==> src/rtl/pfb_pkg.sv <==
package pfb_pkg;

    typedef enum logic [1:0] {
        ST_IDLE  = 2'd0,
        ST_READ  = 2'd1,
        ST_HALT  = 2'd2,
        ST_FAULT = 2'd3
    } pfb_state_e;

    localparam logic [2:0] MODE_UP   = 3'b010;
    localparam logic [2:0] MODE_DOWN = 3'b011;

endpackage

==> src/rtl/pfb_addr_gen.sv <==
module pfb_addr_gen #(
    parameter int ADDR_W = 26
) (
    input  logic              clk,
    input  logic              rst_n,
    input  logic              load,
    input  logic              load_down,
    input  logic              step,
    output logic [ADDR_W-1:0] addr,
    output logic              at_end
);

    localparam logic [ADDR_W-1:0] TOP_ADDR = {ADDR_W{1'b1}};
    localparam logic [ADDR_W-1:0] ONE      = {{(ADDR_W-1){1'b0}}, 1'b1};

    typedef struct packed {
        logic [ADDR_W-1:0] addr;
        logic              down;
    } ag_t;

    ag_t cur_q, nxt_d;

    always_comb begin
        nxt_d = cur_q;
        if (load) begin
            nxt_d.down = load_down;
            nxt_d.addr = load_down ? TOP_ADDR : '0;
        end else if (step && !at_end) begin
            nxt_d.addr = cur_q.down ? (cur_q.addr - ONE) : (cur_q.addr + ONE);
        end
    end

    always_ff @(posedge clk) begin
        if (!rst_n) begin
            cur_q <= '0;
        end else begin
            cur_q <= nxt_d;
        end
    end

    assign addr   = cur_q.addr;
    assign at_end = cur_q.down ? (cur_q.addr == '0) : (cur_q.addr == TOP_ADDR);

    assert_count_up_R2: assert property (@(posedge clk) disable iff (!rst_n)
        (step && !load && !at_end && !cur_q.down) |=> (addr == $past(addr) + ONE));

    assert_count_down_R3: assert property (@(posedge clk) disable iff (!rst_n)
        (step && !load && !at_end && cur_q.down) |=> (addr == $past(addr) - ONE));

    assert_end_hold_R8: assert property (@(posedge clk) disable iff (!rst_n)
        (at_end && !load) |=> $stable(addr));

endmodule

==> src/rtl/pfb_packer.sv <==
module pfb_packer #(
    parameter int DATA_W = 16
) (
    input  logic              clk,
    input  logic              rst_n,
    input  logic              clear,
    input  logic              capture,
    input  logic              wide,
    input  logic [DATA_W-1:0] din,
    output logic [DATA_W-1:0] word,
    output logic              valid
);

    localparam int BYTE_W = DATA_W / 2;

    typedef struct packed {
        logic [BYTE_W-1:0] hi;
        logic              odd;
        logic [DATA_W-1:0] word;
        logic              valid;
    } pk_t;

    pk_t cur_q, nxt_d;

    always_comb begin
        nxt_d       = cur_q;
        nxt_d.valid = 1'b0;
        if (clear) begin
            nxt_d.odd = 1'b0;
        end else if (capture) begin
            if (wide) begin
                nxt_d.word  = din;
                nxt_d.valid = 1'b1;
            end else if (!cur_q.odd) begin
                nxt_d.hi  = din[BYTE_W-1:0];
                nxt_d.odd = 1'b1;
            end else begin
                nxt_d.word  = {cur_q.hi, din[BYTE_W-1:0]};
                nxt_d.valid = 1'b1;
                nxt_d.odd   = 1'b0;
            end
        end
    end

    always_ff @(posedge clk) begin
        if (!rst_n) begin
            cur_q <= '0;
        end else begin
            cur_q <= nxt_d;
        end
    end

    assign word  = cur_q.word;
    assign valid = cur_q.valid;

    assert_pair_order_R6: assert property (@(posedge clk) disable iff (!rst_n)
        (valid && !$past(wide)) |-> (word[BYTE_W-1:0] == $past(din[BYTE_W-1:0])));

    assert_byte_phase_R6: assert property (@(posedge clk) disable iff (!rst_n)
        (capture && !clear && !wide && !cur_q.odd) |=> !valid);

endmodule

==> src/rtl/pflash_boot_seq.sv <==
module pflash_boot_seq
    import pfb_pkg::*;
#(
    parameter int ADDR_W = 26,
    parameter int DATA_W = 16
) (
    input  logic              clk,
    input  logic              rst_n,
    input  logic [2:0]        boot_mode,
    input  logic              bus_x16,
    input  logic              done_in,
    input  logic [DATA_W-1:0] flash_data,
    output logic [ADDR_W-1:0] flash_addr,
    output logic              flash_ce_n,
    output logic              flash_oe_n,
    output logic [DATA_W-1:0] word_out,
    output logic              word_valid,
    output logic              err_flag,
    output logic              fallback_req
);

    typedef struct packed {
        pfb_state_e st;
        logic       en_n;
        logic       err;
        logic       fb;
    } ctl_t;

    ctl_t cur_q, nxt_d;

    logic load, load_down, step, capture, at_end;
    logic mode_ok;

    assign mode_ok = (boot_mode == MODE_UP) || (boot_mode == MODE_DOWN);

    always_comb begin
        nxt_d     = cur_q;
        nxt_d.fb  = 1'b0;
        load      = 1'b0;
        load_down = (boot_mode == MODE_DOWN);
        step      = 1'b0;
        capture   = 1'b0;
        unique case (cur_q.st)
            ST_IDLE: begin
                if (mode_ok) begin
                    load     = 1'b1;
                    nxt_d.st = ST_READ;
                end
            end
            ST_READ: begin
                if (done_in) begin
                    nxt_d.st = ST_HALT;
                end else begin
                    capture = 1'b1;
                    step    = 1'b1;
                    if (at_end) begin
                        nxt_d.st  = ST_FAULT;
                        nxt_d.err = 1'b1;
                        nxt_d.fb  = 1'b1;
                    end
                end
            end
            ST_HALT:  nxt_d.st = ST_HALT;
            ST_FAULT: nxt_d.st = ST_FAULT;
            default:  nxt_d.st = ST_IDLE;
        endcase
        nxt_d.en_n = (nxt_d.st != ST_READ);
    end

    always_ff @(posedge clk) begin
        if (!rst_n) begin
            cur_q.st   <= ST_IDLE;
            cur_q.en_n <= 1'b1;
            cur_q.err  <= 1'b0;
            cur_q.fb   <= 1'b0;
        end else begin
            cur_q <= nxt_d;
        end
    end

    pfb_addr_gen #(.ADDR_W(ADDR_W)) u_addr (
        .clk       (clk),
        .rst_n     (rst_n),
        .load      (load),
        .load_down (load_down),
        .step      (step),
        .addr      (flash_addr),
        .at_end    (at_end)
    );

    pfb_packer #(.DATA_W(DATA_W)) u_pack (
        .clk     (clk),
        .rst_n   (rst_n),
        .clear   (load),
        .capture (capture),
        .wide    (bus_x16),
        .din     (flash_data),
        .word    (word_out),
        .valid   (word_valid)
    );

    assign flash_ce_n   = cur_q.en_n;
    assign flash_oe_n   = cur_q.en_n;
    assign err_flag     = cur_q.err;
    assign fallback_req = cur_q.fb;

    assert_idle_quiet_R4: assert property (@(posedge clk) disable iff (!rst_n)
        (cur_q.st == ST_IDLE && !mode_ok) |=> (flash_ce_n && !word_valid));

    assert_x16_data_R5: assert property (@(posedge clk) disable iff (!rst_n)
        (word_valid && $past(bus_x16)) |-> (word_out == $past(flash_data)));

    assert_halt_frozen_R7: assert property (@(posedge clk) disable iff (!rst_n)
        (cur_q.st == ST_HALT) |=> ($stable(flash_addr) && !word_valid && flash_ce_n));

    assert_err_sticky_R8: assert property (@(posedge clk) disable iff (!rst_n)
        err_flag |=> err_flag);

    assert_fb_single_R9: assert property (@(posedge clk) disable iff (!rst_n)
        fallback_req |=> (!fallback_req && err_flag));

    assert_fb_with_err_R9: assert property (@(posedge clk) disable iff (!rst_n)
        $rose(err_flag) |-> fallback_req);

    assert_strobe_enabled_R10: assert property (@(posedge clk) disable iff (!rst_n)
        word_valid |-> $past(!flash_ce_n && !flash_oe_n));

endmodule

==> config.mk <==
export PLATFORM = sky130hd
export DESIGN_NAME = pflash_boot_seq
export DESIGN_NICKNAME = d
export VERILOG_FILES = /design/src/rtl/pfb_pkg.sv /design/src/rtl/pfb_addr_gen.sv /design/src/rtl/pfb_packer.sv /design/src/rtl/pflash_boot_seq.sv
export SDC_FILE = /design/constraint.sdc
export NUM_CORES = 1
export LEC_CHECK = 0
export BUFFER_PORTS_ARGS = -buffer_cell sky130_fd_sc_hd__buf_2
export CAP_MARGIN = 20
export CORE_ASPECT_RATIO = 1.4
export CORE_MARGIN = 1
export CORE_UTILIZATION = 59
export DETAILED_ROUTE_END_ITERATION = 10
export PLACE_DENSITY = 0.84
export SYNTH_ARGS = -nofsm -noshare
export SYNTH_HDL_FRONTEND = slang
export SYNTH_SLANG_ARGS = --single-unit
export TNS_END_PERCENT = 20
==> constraint.sdc <==
create_clock -name clk -period 4.8 [get_ports clk]
set_clock_uncertainty 0.05 [all_clocks]
set_input_delay 0.24 -clock clk [delete_from_list [all_inputs] [get_ports clk]]
set_output_delay 0.24 -clock clk [all_outputs]
set_load 0.02 [all_outputs]
== Word level (Yosys, flattened, before mapping) ==
Cells that the tools add are included.
Storage, ports and cells
  register bits after elaboration: 58
  input bits: 23
  output and inout bits: 47
  word-level logic and storage cells: 57
Operators by class
  add/subtract/negate cells: 2
  eq/ne operators: 7
  mux-type cells: 17
  bitwise gates (word level): 7
  reduce and logical (&&, ||, !) cells: 14
Operator list (count)
  26-bit two-way mux: 4
  17-bit two-way mux: 2
  26-bit by 1-bit adder with 26-bit output (second input constant): 1
  26-bit == test (second input constant): 1
  26-bit zero test: 1
  26-bit by 1-bit subtractor with 26-bit output (second input constant): 1
  2-bit case mux with 4 select lines: 1
  1-bit two-way mux: 7
  1-bit inverter: 7
  3-bit by 2-bit == test with 1-bit output (second input constant): 2
  2-bit two-way mux: 3
  3-bit AND reduction: 2
  3-bit OR reduction: 2
  2-bit == test (second input constant): 2
  4-bit AND reduction: 1
  2-bit nonzero test: 2
  2-bit by 1-bit == test with 1-bit output (second input constant): 1
  2-bit zero test: 1
  2-bit by 1-bit inequality test with 1-bit output (second input constant): 1
  2-bit AND reduction: 1
  2-bit OR reduction: 1
  1-bit logical AND: 1
  1-bit zero test: 1
  1-bit logical OR: 1

== Logic depth before layout (Yosys ltp) ==
Gate-level depths: netlist of the first run.
  depth after elaboration: 6
  depth in mapped cells: 11

== Hierarchy ==
Synthesis of the first run repeated with hierarchy kept, for this count alone.
Unflattened totals
  cell total of the unflattened synthesis: 485
  area total of the unflattened synthesis: 4070.2 um2
Modules (own cells, without submodules)
  pfb_addr_gen: instances 1, cells each 331, area an instance 2606.2 um2, seq. area each 540.5 um2
  pfb_packer: instances 1, cells each 133, area an instance 1238.7 um2, seq. area each 520.5 um2
  pflash_boot_seq: instances 1, cells each 21, area an instance 225.2 um2, seq. area each 100.1 um2

== Worst setup path before layout of the first run ==
No wires, ideal clock.
  path type: reg2reg
  start point: reg u_addr.cur_q[0] (netlist name)
  end point: reg u_addr.cur_q (netlist bit u_addr.addr[24])
  library setup time: 0.129 ns
  arrival: 2.732 ns
  required time: 4.621 ns
  slack: 1.889 ns
  stages on the path, launching flop included: 11
  path buffers: 0
  clock period less this slack: 2.911 ns
  cell sequence: dfxtp_1 > ha_1 > o21ai_0 > a21oi_1 > a32oi_1 > nand2_1 > o221ai_1 > o21bai_1 > a221oi_1 > xor2_1 > a21oi_1
Between the ends
  longest elaborated chain between the ends: 4
  elaborated cells on any way between the ends: 7
Ends and longest elaborated chain
  start, declared: RTL line pfb_addr_gen.sv:21  | ag_t cur_q, nxt_d;
  start signal, assigned: RTL line pfb_addr_gen.sv:37  | cur_q <= nxt_d;
  1-bit two-way mux: RTL line pfb_addr_gen.sv:42  | assign at_end = cur_q.down ? (cur_q.addr == '0) : (cur_q.addr == TOP_ADDR);
  1-bit zero test: RTL line pfb_addr_gen.sv:28  | end else if (step && !at_end) begin
  1-bit logical AND: RTL line pfb_addr_gen.sv:28
  2-bit nonzero test (no line)
Several ways; a longest one is shown, not always the timed one. The select of a mux whose other input is x is not followed.
A chain may end at the register's enable or synchronous reset.

== Worst setup path in the final report of the first run ==
Same ends and word-level chain as after synthesis.

==> run metrics, run 1 <==
Top FF cell, synth=dfxtp_1; most common cell after layout, fill and taps aside=buf_2; Post-synth EDFFs=0; CTS tree=built; GRT Overall Usage=28.2%; YS warnings=0; largest family of logic cells by synthesized area=compound AO/OA/AOI/OAI gates; Placer Congestion=0.998; Sink Count=58; RSZ-0062 raised after global routing=false; worst vdd ir=0.208 mV; Routed WL=9.33 mm; Vias/cell=6.20; synthesized area=between 3000 and 4000 um^2; number of global-route vias before repair=3308; post-synthesis xor/xnor area fraction=around 4.8%; Nets=540; Final WS setup=about 1.8 ns; clock root buffer=clkbuf_8; Slew Limit Headroom=between 30 and 40%; setup violators final=0; Worst Tran Pin Value=between 0.9 and 1 ns; total power=1.32 mW; Core Box Area=6250 um^2; ANT nets after route=0; Cell Rows=34; post-CTS setup buffers=0; die footprint=6890 um^2; fin crit share=63.1%; Yosys reg bits=58; Worst EP required=4.96 ns; cts bufs inserted=9; die height=about 98 um; Die W=70.4 um; sequential share of the synthesized area=30.0%; TritonRoute pass-1 iters=5; ranking of synthesized cells by area=dfxtp_1 30%, buf_4 8.5%, ha_1 7.8%, a21oi_1 4.4%, nand2_1 4.4%; GRT overflow=0; worst path arrival time=3.19 ns; Synth cell types=52; initial antenna violation count=0; DP HPWL=about 6.5 mm; most frequent cells in the layout=69 x buf_2, 58 x dfxtp_1, 45 x nand2_1, 34 x a21oi_1; Syn Nets=517; clock slew at reported path FFs=0.07 ns; Achievable Freq=about 0.33 GHz; mux contribution to synthesized area=approximately 4.1%; vias=3525; Remaining DRCs=0; final max-slew violation count=0; hold buffers post-CTS=0; status=completed; iteration-0 DRC count of the detailed router=about 180; post-route minimum period=3.03 ns; Syn Inst Count=469; fraction of layout cells with a size suffix above 1=between 10% and 20%; first-pass GRT wire length=15.5 mm; Initial Utilization=61.9%; pre-CTS setup slack=1.31 ns; CP Capture Type=register; Simple-Gate Fraction of Synth Area=17.8%; I/O Buffers=69; setup_tns=0 ns; startpoint types=register; I/O pins=70; Leak Pwr=2.13 nW; crit path kind=reg -> reg; post-detailed-route wirelength per cell=around 16 um; largest net degree at the start of global routing=between 50 and 60; Yosys top cell by area=dfxtp_1; Max-Cap Viols=0; post-CTS sizing=0; CP max FO=26; Hold Path Class=in -> reg; Longest Clk Path Bufs=2; # diodes=0; Final Hold Vio Count=0; async set-reset flop share out of synthesis=0%; Power Density=approximately 320 nW/um^2; H-Tree Depth=3; Mapped Avg Cell Area=~8.2 um^2; Syn-to-layout area delta=7.89%; adder-cell share of the synthesized area=8.28%; clock latency on the worst-skew pair=0.34 ns; top cell type's share of synthesized area=a little under a third; compound-cell area share of the yosys netlist=23.9%
-- final cells by class --
class / instances / area, um^2
Clock buffer: 11 / 141
Clock inverter: 5 / 77.6
Fill cell: 545 / 2080
Inverter: 8 / 30.0
Multi-Input combinational cell: 342 / 2280
Sequential cell: 58 / 1160
Tap cell: 72 / 90.1
Timing Repair Buffer: 73 / 395
-- cell usage after synthesis, types with 4 or more instances --
| master | count |
|---|---|
| nor4_1 | 6 |
| nor3_1 | 7 |
| ha_1 | 24 |
| o211a_1 | 10 |
| buf_4 | 44 |
| a21o_1 | 15 |
| inv_1 | 8 |
| nand4_1 | 7 |
| clkbuf_1 | 13 |
| nand2_1 | 45 |
| xor2_1 | 8 |
| a31oi_1 | 4 |
| nor2b_1 | 14 |
| and3_1 | 4 |
| xnor2_1 | 13 |
| nand3_1 | 9 |
| a211oi_1 | 7 |
| nor2_1 | 33 |
| dfxtp_1 | 58 |
| a21boi_0 | 13 |
| mux2i_1 | 16 |
| a21oi_1 | 34 |
| o21ai_0 | 33 |
-- state kept, by name, summed over array words and instances, names as in the netlist --
signal,cells
u_addr.addr,26
err_flag,1
u_addr.cur_q,1
u_pack.word,16
u_pack.cur_q,9
flash_ce_n,1
u_pack.valid,1
fallback_req,1
cur_q,2
-- report_power, final --
part	switching, mW	internal (mW)	total (mW)	leakage [nW]
sequential	0.0348	0.508	0.543	0.473
clock	0.206	0.305	0.510	0.109
combinational	0.164	0.107	0.271	1.55
total	0.405	0.919	1.32	2.13
-- worst paths after layout --
kind / start / endpoint / slack (ns) / cells after the start
setup / recovery: u_addr.cur_q[0] / u_addr.addr[24] / 1.77 / 11
hold / removal: flash_data[2] / u_pack.word[2] / 0.11 / 3
setup reg to reg: u_addr.cur_q[0] / u_addr.addr[24] / 1.77 / 11
hold reg to reg: err_flag / err_flag / 0.40 / 1
-- critical path, cell delays in order, from the launching register on --
cell,delay [ns]
dfxtp_1,0.50
buf_16,0.22
ha_1,0.30
a211oi_1,0.34
o21ai_0,0.20
nand3_1,0.13
nand2_1,0.07
o221ai_1,0.29
o21bai_1,0.15
a221oi_1,0.32
xor2_1,0.22
a21oi_1,0.09
-- per-stage QoR --
step,utilization [%],instance area (um^2),hold WS (ns),instances
after global placement,62.8,3930,0.380,552
after detailed placement,62.8,3930,0.389,552
after global routing,66.7,4170,0.129,569
after floorplan,-,3870,0.335,469
final,66.7,4170,0.112,569
after CTS,66.3,4150,0.104,568
-- cell families after synthesis --
family / Yosys count
AO/OA/AOI/OAI: 140
buffers and inverters: 69
AND/OR/NAND/NOR: 140
XOR/XNOR: 21
multiplexers: 16
adder cells (fa/ha/maj): 25
flip-flops: 58
-- layer usage --
layer / GRT usage (%) / up-vias / wire (um)
li1: - / 1702 / -
met1: 32.4 / 1643 / 3600
met2: 49.0 / 149 / 4780
met3: 4.64 / 31 / 610
met4: 15.5 / 0 / 339
met5: 0 / - / 0
Note: power is estimated with default switching activity, not from simulation.
==> run 2: changes to the inputs <==
Settings changed: CORE_UTILIZATION 59 to 56, PLACE_DENSITY 0.84 to 0.8.
Clock period 4.8 ns to 3.17 ns, I/O delays scaled along.
==> run metrics, run 2 (synthesis gave the netlist of run 1 again) <==
cts bufs inserted=9; Worst EP required=3.34 ns; initial antenna violation count=0; Die W=about 72 um; worst path arrival time=3.00 ns; Max-Cap Viols=0; CP max FO=11; Vias/cell=5.88; die footprint=7250 um^2; total power=about 2.1 mW; Placer Congestion=0.942; # diodes=0; most common cell after layout, fill and taps aside=buf_2; GRT Overall Usage=26.5%; Worst Tran Pin Value=0.840 ns; vias=around 3500; fraction of layout cells with a size suffix above 1=between 20% and 30%; clock latency on the worst-skew pair=0.35 ns; status=completed; post-CTS setup buffers=0; WP buf/inv=1; startpoint types=register; iteration-0 DRC count of the detailed router=155; first-pass GRT wire length=15.0 mm; GRT overflow=0; I/O Buffers=69; post-detailed-route wirelength per cell=15.6 um; final instance area=4250 um^2; Achievable Freq=0.353 GHz; clock root buffer=clkbuf_8; CTS tree=built; CP Capture Type=register; Final WS setup=0.335 ns; post-route minimum period=2.84 ns; worst vdd ir=~0.31 mV; Initial Utilization=58.5%; worst hold slack=0.0337 ns; ANT nets after route=0; Nets=approximately 550; clock slew at reported path FFs=0.08 ns; Routed WL=9.28 mm; Cell Rows=35; most frequent cells in the layout=69 x buf_2, 58 x dfxtp_1, 45 x nand2_1, 34 x a21oi_1; Power Density=492 nW/um^2; fin crit share=between 80 and 90%; max reg flops=26; I/O pins=70; Area after DPL=4000 um^2; post-CTS sizing=0; crit path kind=reg -> reg; Hold Path Class=in -> reg; final max-slew violation count=0; Remaining DRCs=0; Slew Limit Headroom=around 44%; pre-CTS setup slack=0.422 ns; Sink Count=between 50 and 60; crit-path cells=buf_4, fa_1, a211oi_1, o21ai_0, nand3_1, nand2_1, o221ai_1, o21bai_1, a221oi_1, xor2_1, a21oi_1; die height=100 um; Longest Clk Path Bufs=2; RSZ-0062 raised after global routing=false; slowest CP cell=fa_1; setup_tns=0 ns; largest net degree at the start of global routing=58; crit-path max cell delay=roughly 0.43 ns; CP top delay family=compound AO/OA/AOI/OAI gates; setup violators final=0; Core Box Area=6610 um^2; Final Hold Vio Count=0; number of global-route vias before repair=3224; Leak Pwr=2.16 nW; Syn-to-layout area delta=9.77%; reg2reg setup slack=0.33 ns; DP HPWL=6.70 mm; H-Tree Depth=3; TritonRoute pass-1 iters=4; hold buffers post-CTS=0
run 2: worst paths after layout:
path,to,cells after the start,startpoint
hold reg to reg,err_flag,1,err_flag
setup reg to reg,u_addr.addr[24],11,u_addr.cur_q[0]
hold / removal,u_pack.word[2],3,flash_data[2]
setup / recovery,u_addr.addr[24],11,u_addr.cur_q[0]
run 2: worst register-to-register path, delay by kind of cell, from the launching register on:
family | cells | cell delay [ns]
AND/OR/NAND/NOR | 2 | 0.19
flip-flops | 1 | 0.31
buffers and inverters | 1 | 0.18
AO/OA/AOI/OAI | 6 | 1.35
XOR/XNOR | 1 | 0.20
adder cells (fa/ha/maj) | 1 | 0.43
run 2: per-stage QoR:
stage | cells | util [%]
finish | 594 | 64.2
CTS | 594 | 64.2
global route | 594 | 64.2
detailed placement | 578 | 60.5
floorplan | 469 | -
global placement | 578 | 60.5
run 2: area by class of cell:
type,count,area [um^2]
Clock inverter,7,125
Clock buffer,9,124
Multi-Input combinational cell,342,2280
Fill cell,595,2370
Timing Repair Buffer,78,413
Sequential cell,58,1160
Inverter,8,30.0
Tap cell,92,115
run 2: metal layers:
layer / GRT usage [%] / vias to the layer above / routed length [um]
met5: 0 / - / 0
met4: 11.6 / 0 / 248
met3: 5.72 / 25 / 620
met2: 48.0 / 138 / 4750
met1: 29.3 / 1624 / 3660
li1: - / 1707 / -
run 2: report_power, final:
part / internal (mW) / switching (mW)
clock network: 0.530 / 0.327
logic: 0.162 / 0.251
registers: 0.768 / 0.0512
total: 1.46 / 0.629
==> run 3: changes to the inputs <==
Settings changed: RECOVER_POWER set to 100.
==> run metrics, run 3 (synthesis gave the netlist of run 1 again) <==
DR WL met2=between 4 and 5 mm; CTS tree=built; final max-slew violation count=0; Nets=545; clock root buffer=clkbuf_8; I/O pins=70; max reg flops=26; crit path kind=reg -> reg; uppermost layer routed=met4; CP Capture Type=register; post-route minimum period=2.89 ns; met3 wire length=617 um; number of global-route vias before repair=3224; hold buffers post-CTS=0; # diodes=0; TritonRoute pass-1 iters=5; most frequent cells in the layout=58 x dfxtp_1, 48 x clkbuf_1, 45 x nand2_1, 34 x o21ai_0, 34 x a21oi_1; largest net degree at the start of global routing=58; Placer Congestion=0.942; fin crit share=91.1%; Worst EP required=3.40 ns; setup violators final=0; cts bufs inserted=9; most common cell after layout, fill and taps aside=dfxtp_1; worst vdd ir=0.312 mV; DRT met1 WL=3.67 mm; Hold Path Class=in -> reg; Remaining DRCs=0; Vias/cell=5.89; DP HPWL=approximately 6.7 mm; die footprint=7250 um^2; Longest Clk Path Bufs=2; crit-path max cell delay=0.52 ns; post-CTS setup buffers=0; fraction of layout cells with a size suffix above 1=10.6%; Power Density=498 nW/um^2; CP max FO=11; Initial Utilization=58.5%; clock slew at reported path FFs=approximately 0.080 ns; die height=100 um; RSZ-0062 raised after global routing=false; Cell Rows=35; Final Hold Vio Count=0; Syn-to-layout area delta=7.92%; Max-Cap Viols=0; Slew Limit Headroom=33.0%; iteration-0 DRC count of the detailed router=175; clock latency on the worst-skew pair=0.35 ns; post-CTS sizing=0; initial antenna violation count=0; Die W=72.2 um; post-detailed-route wirelength per cell=15.7 um; I/O Buffers=69; slowest CP cell=or4_1; final std cells w/o fill=594; ANT nets after route=0; GRT Overall Usage=roughly a quarter; GRT overflow=0; Worst Tran Pin Value=1.01 ns; vias=approximately 3500; first-pass GRT wire length=15.0 mm; total power=2.08 mW; startpoint types=register; setup_tns=0 ns; Achievable Freq=0.346 GHz; dpl cells=578; worst path arrival time=3.12 ns; crit-path cells=buf_4, ha_1, a21oi_1, a221oi_1, nand2_2, o211ai_2, nand4_2, nor2b_4, or4_1, a31oi_1; H-Tree Depth=3; Core Box Area=6610 um^2; Routed WL=between 9 and 10 mm; Leak Pwr=roughly 2 nW; Sink Count=58; status=completed
run 3: changes by cell type in the layout (fill, tap and decap cells not counted), sizes merged:
| cell | change |
|---|---|
| buf | -49 |
| clkbuf | +49 |
run 3: metal layers:
| metal | GRT usage, % | up-vias |
|---|---|---|
| met4 | 11.6 | 0 |
| met2 | 48.0 | 148 |
| met3 | 5.72 | 27 |
| met5 | 0 | - |
| li1 | - | 1708 |
| met1 | 29.3 | 1616 |
run 3: worst paths after layout:
check / startpoint / end / slack [ns] / depth (start not counted)
setup / recovery: u_addr.cur_q[0] / u_addr.addr[25] / 0.28 / 10
hold reg to reg: err_flag / err_flag / 0.41 / 1
hold / removal: flash_data[2] / u_pack.word[2] / 0.04 / 3
setup reg to reg: u_addr.cur_q[0] / u_addr.addr[25] / 0.28 / 10
run 3: final cells by class:
cell class	count	area, um^2
multi-input combinational	342	2270
inverter	8	30.0
tap	92	115
sequential	58	1160
fill	627	2440
clock buffer	9	124
clock inverter	7	125
timing repair buffer	78	348
run 3: stage by stage:
step                      worst slack, ns  utilization (%)  cell area, um^2  hold slack [ns]
after floorplan                     0.259                -             3870            0.253
after global placement              0.523             60.5             4000            0.382
after detailed placement            0.422             60.5             4000            0.389
after CTS                           0.388             64.2             4250           0.0308
after global routing                0.130             63.1             4180           0.0390
final                               0.282             63.1             4180           0.0351
run 3: report_power, final:
group	internal (mW)	leakage, nW	switching, mW
clock network	0.530	0.124	0.327
logic	0.152	1.37	0.251
registers	0.768	0.473	0.0521
total	1.45	1.97	0.629
run 3: worst max-delay path, delay by kind of cell (launching register included):
family	cells	cell delay (ns)
DFF	1	0.31
and+or+nand+nor	4	0.93
adders and majority gates	1	0.37
buffers and inverters	1	0.18
AOI/OAI and AO/OA	4	0.97
